--- config.mk ---
export PLATFORM = sky130hd
export DESIGN_NAME = simd_eq_cmp
export DESIGN_NICKNAME = d
export VERILOG_FILES = /design/src/rtl/simd_eq_pkg.sv /design/src/rtl/simd_lane_eq.sv /design/src/rtl/simd_group_merge.sv /design/src/rtl/simd_out_stage.sv /design/src/rtl/simd_eq_cmp.sv
export SDC_FILE = /design/constraint.sdc
export NUM_CORES = 1
export LEC_CHECK = 0
export ABC_AREA = 1
export BUFFER_PORTS_ARGS = -buffer_cell sky130_fd_sc_hd__clkbuf_2
export CAP_MARGIN = 40
export CORE_UTILIZATION = 35
export CTS_CLUSTER_DIAMETER = 60
export DETAILED_ROUTE_END_ITERATION = 10
export PLACE_DENSITY = 0.87
export SLEW_MARGIN = 20
export SYNTH_ARGS = -nofsm -noshare
export SYNTH_HDL_FRONTEND = slang
export SYNTH_HIERARCHICAL = 1
export SYNTH_SLANG_ARGS = --single-unit
export TNS_END_PERCENT = 1
--- constraint.sdc ---
create_clock -name clk -period 0.8 [get_ports clk]
set_input_delay 0.04 -clock clk [delete_from_list [all_inputs] [get_ports clk]]
set_output_delay 0.04 -clock clk [all_outputs]
set_load 0.005 [all_outputs]
--- src/rtl/simd_eq_pkg.sv ---
package simd_eq_pkg;

    localparam int unsigned DEF_LANE_W = 8;
    localparam int unsigned DEF_LANES  = 4;

    typedef enum logic {
        OS_IDLE = 1'b0,
        OS_LOAD = 1'b1
    } out_state_e;

endpackage

--- src/rtl/simd_lane_eq.sv ---
module simd_lane_eq #(
    parameter int unsigned LANE_W = 8,
    parameter int unsigned LANES  = 4,
    localparam int unsigned DATA_W = LANE_W * LANES
) (
    input  logic [DATA_W-1:0] op_a,
    input  logic [DATA_W-1:0] op_b,
    output logic [LANES-1:0]  lane_eq
);

    for (genvar gi = 0; gi < LANES; gi++) begin : g_lane
        assign lane_eq[gi] = (op_a[gi*LANE_W +: LANE_W] == op_b[gi*LANE_W +: LANE_W]);
    end

endmodule

--- src/rtl/simd_group_merge.sv ---
module simd_group_merge #(
    parameter int unsigned LANES = 4,
    localparam int unsigned PART_W = LANES - 1
) (
    input  logic [LANES-1:0]  lane_eq,
    input  logic [PART_W-1:0] part,
    output logic [LANES-1:0]  grp_eq
);

    // run[i]: AND of lane flags from lane i up to the end of its element
    logic [LANES-1:0] run;
    logic [LANES-1:0] head;

    for (genvar gi = 0; gi < LANES; gi++) begin : g_chain
        if (gi == LANES - 1) begin : g_top
            assign run[gi] = lane_eq[gi];
        end else begin : g_mid
            assign run[gi] = lane_eq[gi] & (part[gi] | run[gi+1]);
        end

        if (gi == 0) begin : g_first
            assign head[gi] = 1'b1;
        end else begin : g_rest
            assign head[gi] = part[gi-1];
        end

        assign grp_eq[gi] = head[gi] & run[gi];
    end

endmodule

--- src/rtl/simd_out_stage.sv ---
module simd_out_stage
    import simd_eq_pkg::*;
#(
    parameter int unsigned LANES = 4
) (
    input  logic             clk,
    input  logic             rst_n,
    input  logic             in_valid,
    input  logic [LANES-1:0] d,
    output logic [LANES-1:0] q,
    output logic             q_valid
);

    out_state_e state_q, state_d;
    logic [LANES-1:0] data_q;

    always_comb begin
        state_d = state_q;
        unique case (state_q)
            OS_IDLE: state_d = in_valid ? OS_LOAD : OS_IDLE;
            OS_LOAD: state_d = in_valid ? OS_LOAD : OS_IDLE;
            default: state_d = OS_IDLE;
        endcase
    end

    always_ff @(posedge clk or negedge rst_n) begin
        if (!rst_n) begin
            state_q <= OS_IDLE;
        end else begin
            state_q <= state_d;
        end
    end

    always_ff @(posedge clk or negedge rst_n) begin
        if (!rst_n) begin
            data_q <= '0;
        end else if (in_valid) begin
            data_q <= d;
        end
    end

    always_comb begin
        q       = data_q;
        q_valid = (state_q == OS_LOAD);
    end

endmodule

--- src/rtl/simd_eq_cmp.sv ---
module simd_eq_cmp
    import simd_eq_pkg::*;
#(
    parameter int unsigned LANE_W = DEF_LANE_W,
    parameter int unsigned LANES  = DEF_LANES,
    localparam int unsigned DATA_W = LANE_W * LANES,
    localparam int unsigned PART_W = LANES - 1
) (
    input  logic              clk,
    input  logic              rst_n,
    input  logic              in_valid,
    input  logic [DATA_W-1:0] op_a,
    input  logic [DATA_W-1:0] op_b,
    input  logic [PART_W-1:0] part,
    output logic [LANES-1:0]  eq_out,
    output logic              out_valid
);

    logic [LANES-1:0] lane_eq;
    logic [LANES-1:0] grp_eq;

    simd_lane_eq #(
        .LANE_W (LANE_W),
        .LANES  (LANES)
    ) u_lane_eq (
        .op_a    (op_a),
        .op_b    (op_b),
        .lane_eq (lane_eq)
    );

    simd_group_merge #(
        .LANES (LANES)
    ) u_merge (
        .lane_eq (lane_eq),
        .part    (part),
        .grp_eq  (grp_eq)
    );

    simd_out_stage #(
        .LANES (LANES)
    ) u_out (
        .clk      (clk),
        .rst_n    (rst_n),
        .in_valid (in_valid),
        .d        (grp_eq),
        .q        (eq_out),
        .q_valid  (out_valid)
    );

endmodule

==> flow_summary.json <==
{
  "viasPerCell": 3.96,
  "clkTransAtPathRegs_ns": 0.05,
  "postSynthCellCount": 205,
  "critPathMaxStageDelay_ns": 0.12,
  "wirelength_um": 2030,
  "violations": "setup timing",
  "crit_slowest_cell": "nor2_2",
  "finalCriticalPeriod_ns": 0.807,
  "mostFrequentLayoutCells": "92 x nand2_1, 63 x clkbuf_2, 56 x inv_1",
  "hold_start": "part[2]",
  "setup_violations": 1,
  "ys.warnings.count": 6,
  "ant_nets": 0,
  "initial_utilization_pct": 38.8,
  "tightest_slew_ns": 0.136,
  "finClkSkew_ns": 0,
  "die_area_mm2": 0.00275,
  "drv_slew": 0,
  "cp-start-kind": "primary input",
  "die_x_um": 52.5,
  "critPathLaunch": "op_b[21]",
  "worstPathRequired_ns": 0.98,
  "nets": 356,
  "dieHeight_um": 52.5,
  "cts_buffers": 3,
  "final_common_cell": "nand2_1",
  "hold_violations": 0,
  "ios": 75,
  "io_buffers": 74,
  "crit_type": "primary input to flop",
  "areaGrowthSynthToFinish_pct": 60.7,
  "avgSynthCellArea_um2": 4.35,
  "gp_congestion": 0.690,
  "grt_pass1_vias": 1004,
  "ys_top_cells_by_area": "nand2_1 39%, inv_1 24%, nor2_1 19%",
  "antenna_found_initial": 0,
  "clock_path_buffers": 2,
  "ys_seq_area_share_pct": 14.0,
  "max_cap_violations": 0,
  "synth_fp_nets": 275,
  "cellPowerDensity_mw_per_mm2": 722,
  "dr.pass1.iters": 4,
  "p_leak_nw": 1.08,
  "crit_arrival_ns": 0.98,
  "dpl.hpwl_um": 1750,
  "path_common_cell": "nand2_1",
  "wire_per_inst_um": 6.47,
  "grt_overflow": 0,
  "ir_drop_v": 0.000554,
  "outcome": "finished with violations",
  "rows": 17,
  "htree_num_levels": 1,
  "clock_latency_ns": 0.23,
  "synth_cell_types": 8,
  "core_mm2": 0.00230,
  "cp_max_fo": 2,
  "drcViolationCount": 0,
  "utilization_pct": 62.3,
  "clock.fmax_mhz": 1240,
  "track_usage_pct": 15.2,
  "route.vias.total": 1241,
  "hp-class": "primary input to flop",
  "cts_sinks": 5,
  "path_cells": "buf_6, nor2_2, nor2_1, nor2_1, nand2_1, nor2_2, o21ai_2, nand2_2, nand2_2, a21oi_2, nand2_1, nand2_1",
  "cts_tree": "done",
  "r2r-start": "u_out/q[0]",
  "period_share_pct": 101,
  "grt_max_degree": 7,
  "pre_cts_slack_ns": -0.246,
  "netlist_area_um2": 891,
  "detail_route.iter0.violations": 11,
  "ys_seq_elements": 5,
  "clockRootBuffer": "clkbuf_4",
  "rsz0062_at_grt": "true",
  "yosys.area.top_type_share_pct": 39.2,
  "drive_gt1_share_pct": 32.3,
  "synth_top_area_cell": "nand2_1",
  "grt_pass1_wl_um": 3310,
  "relSlewSlack_pct": 90.9,
  "setup_ws_ns": -0.00669,
  "fin_tns_setup_ns": -0.00669,
  "crit_path_end_kind": "flop",
  "diodes": 0
}
==> critical path, delay by kind of cell <==
family	cells	cell delay, ns
and+or+nand+nor	9	0.66
AOI/OAI and AO/OA	2	0.19
buffers and inverters	1	0.09
==> path summary, 6_finish.rpt <==
check	to	slack (ns)	cells after the start
setup / recovery	u_out/q[0]	-0.007	12
hold / removal	u_out/q[3]	0.12	5
setup reg to reg	u_out/q[0]	0.21	2
hold reg to reg	u_out/q[3]	0.47	2
max in group asynchronous	u_out/q[0]	0.51	2
min in group asynchronous	u_out/q_valid	0.15	2
==> cells in the mapped netlist, drive strengths merged <==
| cell | number |
|---|---|
| nand2 | 95 |
| inv | 57 |
| nor2 | 46 |
| dfrtp | 5 |
| a21oi | 1 |
| o21ai | 1 |
==> cell type report <==
cell class	instances	area [um2]
fill	251	866
multi-input combinational	143	582
timing repair buffer	76	449
inverter	57	214
sequential	5	125
tap	28	35.0
clock buffer	4	26.3
==> cells by family (layout without fill, tap and decap cells) <==
logic type,count (synthesis),after routing,synth area share (%)
AOI/OAI and AO/OA,2,2,1.97
buffers and inverters,57,137,24.0
DFF,5,5,14.0
and+or+nand+nor,141,141,60.0
==> sequential cells by signal, indices dropped and copies added, names as in the netlist <==
name	count
u_out/q_valid	1
u_out/q	4
==> metal layers <==
| metal | part of all wire (%) | global-route usage (%) |
|---|---|---|
| met1 | 40 | 15.5 |
| met2 | 53 | 31.9 |
| met3 | 6.1 | 1.74 |
| met4 | 0 | 2.63 |
| met5 | 0 | 0 |
==> through the flow <==
step           cell area (um2)  hold WS (ns)  power (mW)  std cells
2_1_floorplan              893        -0.256       0.471        205
3_3_place_gp              1300        -0.142       0.688        307
3_5_place_dp              1300        -0.135       0.700        307
4_1_cts                   1350         0.112        1.01        313
5_1_grt                   1430         0.136        1.15        313
6_report                  1430         0.116        1.03        313
==> power by group <==
group          total (mW)  switching (mW)  internal [mW]
logic               0.487           0.227          0.260
clock network       0.288          0.0999          0.188
registers           0.258        0.000819          0.257
total                1.03           0.328          0.706
==> timing repair <==
| item | in CTS | in global routing |
|---|---|---|
| endpoints found under the hold margin | 6 | 0 |
| resized for setup | 0 | 22 |
| hold buffers | 2 | 0 |
| buffers inserted | 0 | 0 |
| endpoints found under the setup margin | 0 | 5 |
Power figures use the tool's default switching activity.
